[src/rtl/ofs_pkg.sv]
package ofs_pkg;

    localparam int unsigned MODE_W = 3;
    localparam int unsigned KIND_W = 2;

    typedef enum logic [KIND_W-1:0] {
        K_READ  = 2'd0,
        K_WRITE = 2'd1,
        K_ADDR  = 2'd2,
        K_SPARE = 2'd3
    } kind_e;

    typedef enum logic [MODE_W-1:0] {
        M_REG   = 3'd0,
        M_RDEF  = 3'd1,
        M_AINC  = 3'd2,
        M_AINCD = 3'd3,
        M_ADEC  = 3'd4,
        M_ADECD = 3'd5,
        M_IDX   = 3'd6,
        M_IDXD  = 3'd7
    } mode_e;

    typedef enum logic [3:0] {
        S_IDLE,
        S_DISP,
        S_DEC,
        S_PCRD,
        S_OFS_W,
        S_PTR_W,
        S_EA,
        S_DAT_W,
        S_WR_W,
        S_FIN,
        S_ERR
    } st_e;

    typedef struct packed {
        mode_e mode;
        kind_e kind;
        logic  byte_op;
    } cmd_t;

    // deferred forms always step a pointer word
    function automatic logic is_deferred(mode_e m);
        return m[0];
    endfunction

endpackage

[src/rtl/ofs_step_calc.sv]
module ofs_step_calc
    import ofs_pkg::*;
#(
    parameter int unsigned DW     = 16,
    parameter int unsigned RW     = 3,
    parameter int unsigned SP_IDX = 6,
    parameter int unsigned PC_IDX = 7
) (
    input  logic [DW-1:0] base,
    input  logic [RW-1:0] rsel,
    input  mode_e         mode,
    input  logic          byte_op,
    output logic [DW-1:0] inc_val,
    output logic [DW-1:0] dec_val
);
    localparam logic [DW-1:0] WORD_STEP = DW'(2);
    localparam logic [DW-1:0] BYTE_STEP = DW'(1);

    logic          pinned;
    logic [DW-1:0] step;

    assign pinned  = (rsel == RW'(SP_IDX)) || (rsel == RW'(PC_IDX));
    assign step    = (byte_op && !is_deferred(mode) && !pinned) ? BYTE_STEP : WORD_STEP;
    assign inc_val = base + step;
    assign dec_val = base - step;

endmodule

[src/rtl/ofs_memport.sv]
module ofs_memport #(
    parameter int unsigned DW = 16
) (
    input  logic          clk,
    input  logic          rst,
    input  logic          go,
    input  logic [DW-1:0] go_addr,
    input  logic          go_we,
    input  logic          go_byte,
    input  logic [DW-1:0] go_wdata,
    input  logic          mem_ack,
    output logic          mem_req,
    output logic          mem_we,
    output logic          mem_byte,
    output logic [DW-1:0] mem_addr,
    output logic [DW-1:0] mem_wdata
);
    always_ff @(posedge clk) begin
        if (rst) begin
            mem_req   <= 1'b0;
            mem_we    <= 1'b0;
            mem_byte  <= 1'b0;
            mem_addr  <= '0;
            mem_wdata <= '0;
        end else if (go) begin
            mem_req   <= 1'b1;
            mem_we    <= go_we;
            mem_byte  <= go_byte;
            mem_addr  <= go_addr;
            mem_wdata <= go_wdata;
        end else if (mem_req && mem_ack) begin
            mem_req <= 1'b0;
        end
    end

    // request attributes frozen while waiting
    p_req_hold_r9: assert property (@(posedge clk) disable iff (rst)
        (mem_req && !mem_ack) |=> (mem_req && $stable(mem_addr) && $stable(mem_we)
                                   && $stable(mem_wdata) && $stable(mem_byte)));

endmodule

[src/rtl/ofs_ctrl.sv]
module ofs_ctrl
    import ofs_pkg::*;
#(
    parameter int unsigned DW     = 16,
    parameter int unsigned RW     = 3,
    parameter int unsigned PC_IDX = 7
) (
    input  logic          clk,
    input  logic          rst,
    input  logic          start,
    input  mode_e         mode_i,
    input  logic [RW-1:0] reg_sel,
    input  kind_e         kind_i,
    input  logic          byte_op,
    input  logic [DW-1:0] wr_data,
    input  logic [DW-1:0] rf_rdata,
    input  logic [DW-1:0] mem_rdata,
    input  logic          mem_ack,
    input  logic          mem_err,
    input  logic [DW-1:0] inc_val,
    input  logic [DW-1:0] dec_val,
    output logic [DW-1:0] base_q,
    output logic [RW-1:0] rsel_q,
    output cmd_t          cmd_q,
    output logic [RW-1:0] rf_raddr,
    output logic          go,
    output logic [DW-1:0] go_addr,
    output logic          go_we,
    output logic          go_byte,
    output logic [DW-1:0] go_wdata,
    output logic          busy,
    output logic          done,
    output logic          fault,
    output logic          rf_we,
    output logic [RW-1:0] rf_waddr,
    output logic [DW-1:0] rf_wdata,
    output logic [DW-1:0] operand,
    output logic [DW-1:0] ea
);
    localparam logic [RW-1:0] PC_SEL    = RW'(PC_IDX);
    localparam logic [DW-1:0] PC_STRIDE = DW'(2);

    st_e           st, st_n;
    logic [DW-1:0] wdat_q, ea_q, opnd_q, wb_val;
    logic [RW-1:0] wb_addr;
    logic          wb_en;
    logic [DW-1:0] idx_base, idx_sum;
    logic          ack_ok, ack_bad;

    assign ack_ok   = mem_ack && !mem_err;
    assign ack_bad  = mem_ack && mem_err;
    assign idx_base = (rsel_q == PC_SEL) ? wb_val : base_q;
    assign idx_sum  = mem_rdata + idx_base;

    always_comb begin
        st_n     = st;
        go       = 1'b0;
        go_addr  = ea_q;
        go_we    = 1'b0;
        go_byte  = 1'b0;
        go_wdata = wdat_q;
        rf_raddr = (st == S_PCRD) ? PC_SEL : reg_sel;
        case (st)
            S_IDLE: if (start) st_n = S_DISP;
            S_DISP: begin
                case (cmd_q.mode)
                    M_REG:          st_n = (cmd_q.kind == K_ADDR) ? S_ERR : S_FIN;
                    M_RDEF, M_AINC: st_n = S_EA;
                    M_AINCD: begin
                        go      = 1'b1;
                        go_addr = base_q;
                        st_n    = S_PTR_W;
                    end
                    M_ADEC, M_ADECD: st_n = S_DEC;
                    default:         st_n = S_PCRD;
                endcase
            end
            S_DEC: begin
                if (cmd_q.mode == M_ADECD) begin
                    go      = 1'b1;
                    go_addr = dec_val;
                    st_n    = S_PTR_W;
                end else begin
                    st_n = S_EA;
                end
            end
            S_PCRD: begin
                go      = 1'b1;
                go_addr = rf_rdata;
                st_n    = S_OFS_W;
            end
            S_OFS_W: begin
                if (ack_bad) begin
                    st_n = S_ERR;
                end else if (ack_ok) begin
                    if (cmd_q.mode == M_IDXD) begin
                        go      = 1'b1;
                        go_addr = idx_sum;
                        st_n    = S_PTR_W;
                    end else begin
                        st_n = S_EA;
                    end
                end
            end
            S_PTR_W: begin
                if (ack_bad)     st_n = S_ERR;
                else if (ack_ok) st_n = S_EA;
            end
            S_EA: begin
                case (cmd_q.kind)
                    K_WRITE: begin
                        go      = 1'b1;
                        go_we   = 1'b1;
                        go_byte = cmd_q.byte_op;
                        st_n    = S_WR_W;
                    end
                    K_ADDR: st_n = S_FIN;
                    default: begin
                        go      = 1'b1;
                        go_byte = cmd_q.byte_op;
                        st_n    = S_DAT_W;
                    end
                endcase
            end
            S_DAT_W, S_WR_W: begin
                if (ack_bad)     st_n = S_ERR;
                else if (ack_ok) st_n = S_FIN;
            end
            default: st_n = S_IDLE;
        endcase
    end

    always_ff @(posedge clk) begin
        if (rst) begin
            st      <= S_IDLE;
            cmd_q   <= '0;
            rsel_q  <= '0;
            base_q  <= '0;
            wdat_q  <= '0;
            ea_q    <= '0;
            opnd_q  <= '0;
            wb_en   <= 1'b0;
            wb_addr <= '0;
            wb_val  <= '0;
        end else begin
            st <= st_n;
            case (st)
                S_IDLE: begin
                    if (start) begin
                        cmd_q  <= '{mode: mode_i, kind: kind_i, byte_op: byte_op};
                        rsel_q <= reg_sel;
                        base_q <= rf_rdata;
                        wdat_q <= wr_data;
                        wb_en  <= 1'b0;
                    end
                end
                S_DISP: begin
                    case (cmd_q.mode)
                        M_REG: begin
                            ea_q <= '0;
                            if (cmd_q.kind == K_WRITE) begin
                                wb_en   <= 1'b1;
                                wb_addr <= rsel_q;
                                wb_val  <= wdat_q;
                            end else begin
                                opnd_q <= base_q;
                            end
                        end
                        M_RDEF: ea_q <= base_q;
                        M_AINC, M_AINCD: begin
                            ea_q    <= base_q;
                            wb_en   <= 1'b1;
                            wb_addr <= rsel_q;
                            wb_val  <= inc_val;
                        end
                        default: ;
                    endcase
                end
                S_DEC: begin
                    ea_q    <= dec_val;
                    wb_en   <= 1'b1;
                    wb_addr <= rsel_q;
                    wb_val  <= dec_val;
                end
                S_PCRD: begin
                    wb_en   <= 1'b1;
                    wb_addr <= PC_SEL;
                    wb_val  <= rf_rdata + PC_STRIDE;
                end
                S_OFS_W: if (ack_ok) ea_q <= idx_sum;
                S_PTR_W: if (ack_ok) ea_q <= mem_rdata;
                S_DAT_W: if (ack_ok) opnd_q <= mem_rdata;
                default: ;
            endcase
        end
    end

    assign busy     = (st != S_IDLE);
    assign done     = (st == S_FIN);
    assign fault    = (st == S_ERR);
    assign rf_we    = done && wb_en;
    assign rf_waddr = wb_addr;
    assign rf_wdata = wb_val;
    assign operand  = opnd_q;
    assign ea       = ea_q;

    // completion is a single-cycle event
    p_single_pulse_r11: assert property (@(posedge clk) disable iff (rst)
        (done || fault) |=> !(done || fault));

    // an errored acknowledge is followed by fault
    p_err_to_fault_r10: assert property (@(posedge clk) disable iff (rst)
        (busy && mem_ack && mem_err) |=> fault);

endmodule

[src/rtl/ofs_operand_seq.sv]
module ofs_operand_seq
    import ofs_pkg::*;
#(
    parameter int unsigned DW     = 16,
    parameter int unsigned NREG   = 8,
    parameter int unsigned SP_IDX = 6,
    parameter int unsigned PC_IDX = 7
) (
    input  logic                    clk,
    input  logic                    rst,
    input  logic                    start,
    input  logic [MODE_W-1:0]       mode,
    input  logic [$clog2(NREG)-1:0] reg_sel,
    input  logic [KIND_W-1:0]       kind,
    input  logic                    byte_op,
    input  logic [DW-1:0]           wr_data,
    output logic                    busy,
    output logic                    done,
    output logic                    fault,
    output logic [DW-1:0]           operand,
    output logic [DW-1:0]           ea,
    output logic [$clog2(NREG)-1:0] rf_raddr,
    input  logic [DW-1:0]           rf_rdata,
    output logic                    rf_we,
    output logic [$clog2(NREG)-1:0] rf_waddr,
    output logic [DW-1:0]           rf_wdata,
    output logic                    mem_req,
    output logic                    mem_we,
    output logic                    mem_byte,
    output logic [DW-1:0]           mem_addr,
    output logic [DW-1:0]           mem_wdata,
    input  logic [DW-1:0]           mem_rdata,
    input  logic                    mem_ack,
    input  logic                    mem_err
);
    localparam int unsigned RW = $clog2(NREG);

    logic [DW-1:0] base_q, inc_val, dec_val, go_addr, go_wdata;
    logic [RW-1:0] rsel_q;
    cmd_t          cmd_q;
    logic          go, go_we, go_byte;

    ofs_step_calc #(.DW(DW), .RW(RW), .SP_IDX(SP_IDX), .PC_IDX(PC_IDX)) u_step (
        .base    (base_q),
        .rsel    (rsel_q),
        .mode    (cmd_q.mode),
        .byte_op (cmd_q.byte_op),
        .inc_val (inc_val),
        .dec_val (dec_val)
    );

    ofs_ctrl #(.DW(DW), .RW(RW), .PC_IDX(PC_IDX)) u_ctrl (
        .clk       (clk),
        .rst       (rst),
        .start     (start),
        .mode_i    (mode_e'(mode)),
        .reg_sel   (reg_sel),
        .kind_i    (kind_e'(kind)),
        .byte_op   (byte_op),
        .wr_data   (wr_data),
        .rf_rdata  (rf_rdata),
        .mem_rdata (mem_rdata),
        .mem_ack   (mem_ack),
        .mem_err   (mem_err),
        .inc_val   (inc_val),
        .dec_val   (dec_val),
        .base_q    (base_q),
        .rsel_q    (rsel_q),
        .cmd_q     (cmd_q),
        .rf_raddr  (rf_raddr),
        .go        (go),
        .go_addr   (go_addr),
        .go_we     (go_we),
        .go_byte   (go_byte),
        .go_wdata  (go_wdata),
        .busy      (busy),
        .done      (done),
        .fault     (fault),
        .rf_we     (rf_we),
        .rf_waddr  (rf_waddr),
        .rf_wdata  (rf_wdata),
        .operand   (operand),
        .ea        (ea)
    );

    ofs_memport #(.DW(DW)) u_mem (
        .clk       (clk),
        .rst       (rst),
        .go        (go),
        .go_addr   (go_addr),
        .go_we     (go_we),
        .go_byte   (go_byte),
        .go_wdata  (go_wdata),
        .mem_ack   (mem_ack),
        .mem_req   (mem_req),
        .mem_we    (mem_we),
        .mem_byte  (mem_byte),
        .mem_addr  (mem_addr),
        .mem_wdata (mem_wdata)
    );

    // nothing leaves the block while idle
    p_idle_quiet_r1: assert property (@(posedge clk) disable iff (rst)
        !busy |-> (!mem_req && !rf_we));

    // a failed sequence releases memory and writes no register
    p_fault_quiet_r10: assert property (@(posedge clk) disable iff (rst)
        fault |-> (!mem_req && !rf_we));

    // register update only in a done cycle
    p_wb_in_done_r11: assert property (@(posedge clk) disable iff (rst)
        rf_we |-> (done && !fault));

endmodule

[config.mk]
export PLATFORM = sky130hd
export DESIGN_NAME = ofs_operand_seq
export DESIGN_NICKNAME = d
export VERILOG_FILES = /design/src/rtl/ofs_pkg.sv /design/src/rtl/ofs_step_calc.sv /design/src/rtl/ofs_memport.sv /design/src/rtl/ofs_ctrl.sv /design/src/rtl/ofs_operand_seq.sv
export SDC_FILE = /design/constraint.sdc
export NUM_CORES = 1
export LEC_CHECK = 0
export BUFFER_PORTS_ARGS = -buffer_cell sky130_fd_sc_hd__buf_2
export CORE_MARGIN = 1
export CORE_UTILIZATION = 30
export CTS_BUF_LIST = sky130_fd_sc_hd__clkbuf_8
export CTS_CLUSTER_SIZE = 14
export DETAILED_ROUTE_END_ITERATION = 7
export PLACE_DENSITY_LB_ADDON = 0.08
export SLEW_MARGIN = 10
export SYNTH_ARGS = -nofsm -noshare
export SYNTH_HDL_FRONTEND = slang
export SYNTH_SLANG_ARGS = --single-unit
[constraint.sdc]
create_clock -name clk -period 5.1 [get_ports clk]
set_input_delay 1.275 -clock clk [delete_from_list [all_inputs] [get_ports clk]]
set_output_delay 1.275 -clock clk [all_outputs]
set_load 0.02 [all_outputs]
==> flow_summary_export.csv, run 1 <==
group,metric,value,unit
synthesis,syn_inst,1106,
synthesis,synth.distinct_cells,69,
pwr,pwr-share-clk,16.9,%
synthesis,async_flop_share,0,%
synthesis,synth_top_family_by_area,"compound AO/OA/AOI/OAI gates",
pwr,peakVddDrop,0.155,mV
timing,slew_headroom,16.8,%
setup_path,cp.depth,9,
synthesis,synth_seq_cells,132,
global_routing,grt_start_max_net_pins,76,
clock_network,cts_setup_buffers,0,
die,initial_core_util,30.5,%
min_path,hold_depth,2,
timing,finClkSkew,0.0203,ns
clock_network,numCtsBuffers,17,
route,drt_pass1_iterations,6,
global_routing,antenna_found_initial,0,
synthesis,yosys.area_share.xor_xnor,5.26,%
synthesis,synth_adder_area_share,4.41,%
setup_path,worst_setup_path_start_kind,"flip-flop",
synthesis,synth.most_common_cell,"nand2_1",
clock_network,cts_tree,"yes",
setup_path,cp_max_fo,10,
clock_network,cts-root-buf,"clkbuf_8",
pwr,p_sw,2.66,mW
route,highest_layer,"met4",
clock_network,cts_hold_buf,0,
setup_path,r2r_start,"u_ctrl.rsel_q[1]$_SDFFE_PP0P_",
setup_path,crit_type,"reg2reg",
placed_design,dpl.hpwl,25400,µm
placed_design,portBuffers,154,
timing,fmax,259,MHz
timing,rsz0062_at_grt,"no",
clock_network,htree_levels,4,
pwr,power_frac_comb,51.7,%
synthesis,syn_area,8460,µm²
setup_path,critical-path-max-stage-delay,0.67,ns
die,die_w,170,µm
clock_network,clock_sinks,132,
setup_path,path_buf_inv,0,
clock_network,cts_resized,0,
placed_design,dp_worst_setup_slack,1.32,ns
setup_path,cp-startpoint,"u_ctrl.rsel_q[1]$_SDFFE_PP0P_",
route,vias_per_cell,5.49,
synthesis,synth_flop_cell,"dfxtp_1",
min_path,hold_start,"u_mem.mem_wdata[11]$_SDFFE_PP0P_",
pwr,p_sw_share,49.5,%
pwr,seq_power_share,31.4,%
route,wl,34900,µm
timing,finalSetupViolations,0,
pwr,p_int,2.71,mW
synthesis,ys_seq_area_share,31.2,%
synthesis,synth_compound_area_share,26.7,%
route,wl_met1,16900,µm
route,dr_wl_met2,14900,µm
route,avgRoutedWirePerCell,21.8,µm
placed_design,finalWeightedCongestion,0.918,
route,vias,8801,
final_layout,fillers,3055,
clock_network,clk_pin_slew,0.09,ns
clock_network,clockBufferDepth,2,
die,die_y,170,µm
route,wl_met3,2500,µm
timing,timing.final.crit_share,75.7,%
timing,setup_tns,0,ns
timing,period_minus_slack,3.86,ns
synthesis,synth_top_cell_area_share,31.2,%
pwr,p_leak,4.01,nW
min_path,min_path_type,"reg2reg",
run_status,status,"completed",
synthesis,synth_simple_gate_area_share,22.6,%
setup_path,cp_data_required_time,5.45,ns
synthesis,synth_common_cells,"nand2_1, dfxtp_1, a21oi_1",
global_routing,grt_pass1_wl,52700,µm
timing,hold_viol,0,
route,drt_iter0_drc,789,
final_layout,drive_gt1_share,20.2,%
final_layout,nets,1302,
die,core,27800,µm²
setup_path,slowest_stage,"o311ai_0",
final_layout,area_growth_syn_to_layout,17.7,%
synthesis,synth.area.top_cells,"dfxtp_1, nand2_1, a21oi_1",
route,antenna_left,0,
clock_network,clkLatencyLatePin,0.47,ns
global_routing,grt_pass1_vias,8297,
run,drv_cap,0,
die,rows,61,
synthesis,muxShareOfSynthArea,4.61,%
synthesis,yosysTopAreaCell,"dfxtp_1",
synthesis,ys_warn_count,0,
setup_path,crit_path_end_kind,"flip-flop",
global_routing,grt_overflow,0,
final_layout,num_antenna_cells,0,
synthesis,syn_area_per_cell,7.65,µm²
setup_path,critical_path_arrival,4.21,ns
pwr,p_per_area,539,nW/µm²
timing,tightest_slew,1.24,ns
synthesis,synth_edf_count,0,
timing,worst_slack,1.24,ns
die,io_pins,155,
die,die-area,28900,µm²
setup_path,cp_top_family,"simple AND/OR/NAND/NOR gates",
synthesis,synth_fp_nets,1196,
setup_path,crit_chain,"nand3_1 > mux2_2 > ha_1 > o21ai_0 > nor4_1 > nor2_1 > o311ai_0 > mux2i_1 > o31ai_1",
global_routing,grt.total_usage,24.3,%
route,drc,0,
timing,drv_slew,0,
setup_path,rr_worst_depth,9,
## area by class of cell
cell class / count / area (µm²) / share of cell area (%)
clock inverters: 13 / 123 / 1.23
repair buffers: 178 / 961 / 9.65
inverters: 22 / 82.6 / 0.829
multi-input cells: 861 / 5420 / 54.4
well taps: 378 / 473 / 4.75
clock buffers: 19 / 262 / 2.62
flip-flops and latches: 132 / 2640 / 26.5
## tightest hold or removal path, cell delays in order, from the launching register on
cell	delay, ns
dfxtp_1	0.31
nand2_1	0.05
a21oi_1	0.05
## registers in the layout (all words and copies together) (netlist names)
signal and flops:
u_ctrl.go_wdata 16, u_ctrl.cmd_q 6, u_mem.mem_wdata 16, u_ctrl.base_q 16
u_ctrl.st 4, u_mem.mem_we 1, u_ctrl.rsel_q 3, u_ctrl.rf_waddr 3
u_mem.mem_addr 16, u_ctrl.rf_wdata 16, u_ctrl.operand 16, u_ctrl.wb_en 1
u_mem.mem_req 1, u_mem.mem_byte 1, u_ctrl.ea 16
## through the flow
step	area, µm²	hold slack [ns]	total power [mW]	instances	util, %
floorplan	8460	0.446	3.47	1106	-
global placement	9560	0.443	4.46	1570	34.4
detailed placement	9560	0.445	4.44	1570	34.4
CTS	9950	0.462	5.36	1602	35.8
global route	9960	0.482	5.75	1603	35.9
finish	9960	0.458	5.37	1603	35.9
## path summary, 6_finish.rpt
check                                      to  slack (ns)
max                u_ctrl.ea[15]$_SDFFE_PP0P_        1.24
min          u_mem.mem_wdata[11]$_SDFFE_PP0P_        0.46
max reg2reg        u_ctrl.ea[15]$_SDFFE_PP0P_        1.24
min reg2reg  u_mem.mem_wdata[11]$_SDFFE_PP0P_        0.46
## cell usage in the layout, fill, tap and decap left out, types with 12 or more instances in the layout
cell type  synthesis  routed
nor2_1            99      99
clkbuf_8           0      19
a221oi_1          12      12
a222oi_1          14      14
a221o_1           12      12
nor3_1            24      22
mux2i_1           21      21
ha_1              25      25
xnor2_1           28      28
xor2_1            21      21
buf_4              0      24
nand2_1          165     165
a211oi_1          47      46
a21oi_1          120     120
dfxtp_1          132     132
o21ai_0           46      46
mux2_2            16      16
inv_1             22      22
nand2b_1          12      12
nand3_1           22      22
buf_2             10     153
## power by group through the flow
stage          combinational [mW]  clock [mW]  sequential, mW
2_1_floorplan                1.75           0            1.72
3_3_place_gp                 2.75           0            1.71
3_5_place_dp                 2.74           0            1.70
4_1_cts                      2.75       0.932            1.68
5_1_grt                      3.04       0.987            1.72
6_report                     2.78       0.910            1.68
## per-layer routing
metal / GRT usage [%] / vias up
met5: 0 / -
met4: 6.62 / 0
met3: 4.56 / 30
li1: - / 4242
met2: 35.7 / 339
met1: 35.7 / 4190
## cells by family after synthesis
logic type / Yosys count
simple gates: 406
compound gates: 340
flops: 132
buf+inv: 113
xor+xnor: 50
mux: 37
fa+ha+maj: 28
No activity file was read; power rests on OpenSTA's default activity.
==> inputs of run 2 (changes only) <==
--- a/config.mk
+++ b/config.mk
@@ -5,6 +5,7 @@
 export SDC_FILE = /design/constraint.sdc
 export NUM_CORES = 1
 export LEC_CHECK = 0
+export ABC_AREA = 1
 export BUFFER_PORTS_ARGS = -buffer_cell sky130_fd_sc_hd__buf_2
 export CORE_MARGIN = 1
 export CORE_UTILIZATION = 30
==> constraint.sdc (replaced) <==
create_clock -name clk -period 3.75 [get_ports clk]
set_input_delay 0.9375 -clock clk [delete_from_list [all_inputs] [get_ports clk]]
set_output_delay 0.9375 -clock clk [all_outputs]
set_load 0.02 [all_outputs]
==> flow_summary_export.csv, run 2 <==
group,metric,value,unit
synthesis,ys_seq_area_share,30.0,%
synthesis,syn_area_per_cell,6.14,µm²
placed_design,portBuffers,154,
timing,rsz0062_at_grt,"no",
synthesis,synth_top_cell_area_share,30.0,%
setup_path,cp_data_required_time,4.14,ns
min_path,min_path_type,"reg2reg",
route,drt_pass1_iterations,8,
synthesis,syn_area,8800,µm²
route,vias,10200,
die,die_w,173,µm
synthesis,syn_inst,1433,
run_status,failed_checks,"design-rule violations",
run_status,status,"complete, but fails checks",
timing,tightest_slew,1.03,ns
timing,finalSetupViolations,0,
global_routing,grt.total_usage,28.4,%
clock_network,cts_resized,0,
setup_path,critical_path_arrival,3.38,ns
final_layout,fillers,3264,
synthesis,async_flop_share,0,%
timing,finClkSkew,0.0211,ns
die,io_pins,155,
setup_path,rr_worst_depth,17,
synthesis,synth_seq_cells,132,
pwr,p_leak,4.99,nW
setup_path,cp_max_fo,32,
timing,fmax,334,MHz
route,antenna_left,0,
route,drc,11,
die,initial_core_util,30.6,%
global_routing,grt_pass1_vias,9634,
synthesis,ys_warn_count,0,
synthesis,synth_flop_cell,"dfxtp_1",
setup_path,worst_setup_path_start_kind,"flip-flop",
timing,setup_tns,0,ns
min_path,hold_start,"u_mem.mem_byte$_SDFFE_PP0P_",
clock_network,clock_sinks,132,
route,drt_iter0_drc,968,
clock_network,numCtsBuffers,17,
synthesis,yosysTopAreaCell,"dfxtp_1",
min_path,hold_depth,2,
synthesis,synth.area.top_cells,"dfxtp_1, nand2_1, o21ai_0",
timing,hold_viol,0,
global_routing,grt_start_max_net_pins,74,
placed_design,dpl.hpwl,32700,µm
global_routing,antenna_found_initial,0,
setup_path,crit_path_end_kind,"flip-flop",
final_layout,nets,1641,
synthesis,synth_edf_count,0,
clock_network,cts_setup_buffers,0,
placed_design,dp.cells,1916,
route,vias_per_cell,5.26,
pwr,peakVddDrop,0.294,mV
setup_path,cp-startpoint,"u_ctrl.rsel_q[1]$_SDFFE_PP0P_",
global_routing,grt_pass1_wl,63100,µm
timing,drv_slew,0,
route,wl,42900,µm
timing,period_minus_slack,3.00,ns
clock_network,clk_pin_slew,0.10,ns
final_layout,final_cell_mix,"nand2_1, nor2_1, inv_1",
pwr,p_per_area,934,nW/µm²
die,die_y,173,µm
route,avgRoutedWirePerCell,22.0,µm
synthesis,synth.distinct_cells,44,
clock_network,clockBufferDepth,2,
final_layout,mostFrequentLayoutCell,"nand2_1",
timing,slew_headroom,31.0,%
clock_network,clkLatencyLatePin,0.49,ns
final_layout,final_cells,1948,
run,drv_cap,0,
timing,holdWs,0.478,ns
die,core,28800,µm²
clock_network,htree_levels,4,
setup_path,r2r_start,"u_ctrl.rsel_q[1]$_SDFFE_PP0P_",
clock_network,cts-root-buf,"clkbuf_8",
timing,timing.final.crit_share,79.9,%
final_layout,drive_gt1_share,15.5,%
final_layout,area_growth_syn_to_layout,16.8,%
final_layout,num_antenna_cells,0,
synthesis,synth_common_cells,"nand2_1, nor2_1, inv_1",
synthesis,synth.most_common_cell,"nand2_1",
setup_path,crit_type,"reg2reg",
global_routing,grt_overflow,0,
die,die-area,30000,µm²
clock_network,cts_hold_buf,0,
timing,worst_slack,0.753,ns
placed_design,dp_worst_setup_slack,0.873,ns
clock_network,cts_tree,"yes",
synthesis,synth_fp_nets,1523,
die,rows,62,
placed_design,finalWeightedCongestion,0.986,
==> run 2: cell count changes after synthesis, moves of 17 or more <==
cell / delta
nand2_1: +172
inv_1: +136
o21ai_0: +96
nand3_1: +86
nor2_1: +69
a211oi_1: -46
clkbuf_1: -29
xnor2_1: -27
a31oi_1: +23
mux2i_1: -21
nor3_1: -18
a21oi_1: +17
==> run 2: final timing paths <==
kind	end	slack, ns
max	u_ctrl.ea[10]$_SDFFE_PP0P_	0.75
min	u_mem.mem_byte$_SDFFE_PP0P_	0.48
max reg2reg	u_ctrl.ea[10]$_SDFFE_PP0P_	0.75
min reg2reg	u_mem.mem_byte$_SDFFE_PP0P_	0.48
==> run 2: power by group <==
part / switching [mW] / internal (mW) / leakage (nW)
clock: 0.735 / 0.607 / 0.201
combinational: 4.15 / 1.65 / 3.71
sequential: 0.563 / 1.90 / 1.08
total: 5.44 / 4.15 / 4.99
==> run 2: cell type report <==
cell class,instances,area (µm²),share of cell area (%)
Clock buffer,17,234,2.28
Clock inverter,15,169,1.64
Inverter,169,637,6.20
Multi-Input combinational cell,1059,5190,50.5
Sequential cell,132,2640,25.7
Tap cell,384,480,4.68
Timing Repair Buffer,172,918,8.94
==> run 2: critical path, stage by stage, from the launching register on <==
cell	delay, ns
dfxtp_1	0.36
nand3_1	0.09
buf_4	0.33
nor2_1	0.07
a21oi_1	0.28
ha_1	0.27
inv_1	0.07
fa_1	0.39
inv_1	0.09
nand2_1	0.06
nand3_1	0.18
nand2_1	0.10
nand2_1	0.07
nand2_1	0.06
nand3_1	0.10
nand4_1	0.21
nand2_1	0.12
inv_1	0.04
==> run 2: logic make-up (layout without fill, tap and decap cells) <==
family	Yosys count	count (layout)	synth area share [%]
DFF	132	132	30.0
xor gates and xnor gates	19	19	1.89
adders and majority gates	28	28	4.24
buffers and inverters	242	373	11.0
AOI/OAI and AO/OA	349	349	21.2
and+or+nand+nor	663	663	31.6
==> run 2: layer usage <==
metal,part of all wire [%],wire (µm),vias to the layer above,GRT usage [%]
met4,3.4,1470,0,11.1
met1,45,19200,4803,38.0
met5,0,0,-,0
met3,6.0,2570,81,3.44
met2,46,19700,427,46.6
li1,-,-,4938,-
==> run 2: per-stage QoR <==
step	total power [mW]	util [%]	cell area, µm²
after detailed placement	8.18	34.3	9870
after global placement	8.22	34.3	9870
final	9.59	35.7	10300
after CTS	9.53	35.7	10300
after floorplan	6.05	-	8800
after global routing	10.2	35.7	10300
==> inputs of run 3 (changes only) <==
==> constraint.sdc (replaced) <==
create_clock -name clk -period 3.01 [get_ports clk]
set_input_delay 0.7525 -clock clk [delete_from_list [all_inputs] [get_ports clk]]
set_output_delay 0.7525 -clock clk [all_outputs]
set_load 0.02 [all_outputs]
==> flow_summary_export.csv, run 3 (same netlist as run 2, synthesis figures left out) <==
group,metric,value,unit
placed_design,portBuffers,154,
run,drv_cap,0,
final_layout,final_cell_mix,"nand2_1, nor2_1, inv_1",
die,core,28800,µm²
setup_path,crit_path_end_kind,"flip-flop",
run_status,status,"completed",
timing,timing.final.crit_share,91.9,%
route,antenna_left,0,
clock_network,clk_pin_slew,0.08,ns
global_routing,antenna_found_initial,1,
timing,finalSetupViolations,0,
setup_path,critical-path-max-stage-delay,0.46,ns
die,initial_core_util,30.6,%
setup_path,cp_max_fo,5,
clock_network,htree_levels,4,
route,vias_per_cell,5.26,
timing,setup_tns,0,ns
clock_network,cts_tree,"yes",
global_routing,grt_overflow,0,
setup_path,critical_path_arrival,3.14,ns
placed_design,dp.cells,1941,
clock_network,clkLatencyLatePin,0.47,ns
route,drt_iter0_drc,834,
timing,rsz0062_at_grt,"no",
timing,drv_slew,0,
final_layout,num_antenna_cells,0,
pwr,peakVddDrop,0.431,mV
timing,hold_viol,0,
die,die_w,173,µm
setup_path,worst_setup_path_start_kind,"flip-flop",
setup_path,crit_type,"reg2reg",
die,die_y,173,µm
clock_network,clock_sinks,132,
final_layout,post-route-util,36.4,%
route,vias,10400,
final_layout,nets,1666,
final_layout,area_growth_syn_to_layout,19.0,%
pwr,p_leak,5.12,nW
die,die-area,30000,µm²
final_layout,final_cells,1973,
clock_network,numCtsBuffers,17,
placed_design,dpl.hpwl,32600,µm
final_layout,mostFrequentLayoutCell,"nand2_1",
die,io_pins,155,
route,avgRoutedWirePerCell,21.3,µm
pwr,p_per_area,1150,nW/µm²
clock_network,clockBufferDepth,2,
min_path,min_path_type,"reg2reg",
placed_design,finalWeightedCongestion,0.939,
global_routing,grt.total_usage,28.0,%
timing,period_minus_slack,2.77,ns
timing,finClkSkew,0.0193,ns
clock_network,cts-root-buf,"clkbuf_8",
final_layout,drive_gt1_share,16.8,%
setup_path,cp_data_required_time,3.38,ns
route,drc,0,
timing,slew_headroom,33.2,%
timing,tightest_slew,0.998,ns
setup_path,crit_chain,"inv_1 > nand3_1 > inv_1 > ha_1 > fa_1 > nand2_1 > nor2_1 > xor2_1 > nor2_1 > nor2_1 > nand3_1 > nand2_1 > inv_1",
route,wl,42100,µm
timing,fmax,361,MHz
global_routing,grt_pass1_vias,9789,
route,drt_pass1_iterations,7,
setup_path,slowest_stage,"fa_1",
die,rows,62,
global_routing,grt_pass1_wl,62400,µm
clock_network,cts_hold_buf,0,
global_routing,grt_start_max_net_pins,57,
run 3: changes by cell type in the layout (fill, tap and decap cells not counted), sizes merged:
cell,change
clkbuf,+5
bufinv,-2
inv,-4
buf,+25
clkinv,+1
run 3: area by class of cell:
type | instances | area (µm²)
Clock buffer | 22 | 303
Clock inverter | 10 | 72.6
Fill cell | 3226 | 18300
Inverter | 169 | 637
Multi-Input combinational cell | 1059 | 5190
Sequential cell | 132 | 2640
Tap cell | 384 | 480
Timing Repair Buffer | 197 | 1140
run 3: power by group:
part           internal, mW  switching [mW]  total [mW]
clock                 0.685           0.865        1.55
sequential             2.36           0.555        2.92
combinational          2.25            5.30        7.55
run 3: metrics by stage:
stage,instance area [µm²],setup slack (ns),power [mW],hold WS [ns]
4_1_cts,10500,0.188,11.9,0.477
3_3_place_gp,10100,0.243,10.4,0.457
6_report,10500,0.243,12.0,0.475
2_1_floorplan,8800,0.569,7.54,0.439
5_1_grt,10500,0.0291,12.9,0.502
3_5_place_dp,10100,0.223,10.4,0.463
run 3: repair_timing:
item,in CTS,in global routing
hold endpoints to repair,0,0
buffers inserted,0,0
gates resized for setup,0,1
endpoints found under the setup margin,0,7
run 3: worst paths after layout:
| check | slack [ns] | cells past startpoint | end | from |
|---|---|---|---|---|
| max reg2reg | 0.24 | 13 | u_mem.mem_addr[8]$_SDFFE_PP0P_ | u_ctrl.cmd_q[3]$_SDFFE_PP0P_ |
| min | 0.48 | 2 | u_mem.mem_addr[9]$_SDFFE_PP0P_ | u_mem.mem_addr[9]$_SDFFE_PP0P_ |
| min reg2reg | 0.48 | 2 | u_mem.mem_addr[9]$_SDFFE_PP0P_ | u_mem.mem_addr[9]$_SDFFE_PP0P_ |
| max | 0.24 | 13 | u_mem.mem_addr[8]$_SDFFE_PP0P_ | u_ctrl.cmd_q[3]$_SDFFE_PP0P_ |
run 3: critical path: cells and delay by family (launching register included):
family        cells  cell delay [ns]
simple gates      7             1.04
fa+ha+maj         2             0.69
flops             1             0.41
buf+inv           3             0.31
xor+xnor          1             0.22
run 3: per-layer routing:
layer / wire [µm] / part of all wire (%) / track usage (%) / vias up
li1: - / - / - / 4981
met1: 19000 / 45 / 37.2 / 4839
met2: 18800 / 45 / 45.5 / 450
met3: 2600 / 6.2 / 3.75 / 97
met4: 1680 / 4.0 / 12.1 / 2
met5: 13 / 0.031 / 0 / -
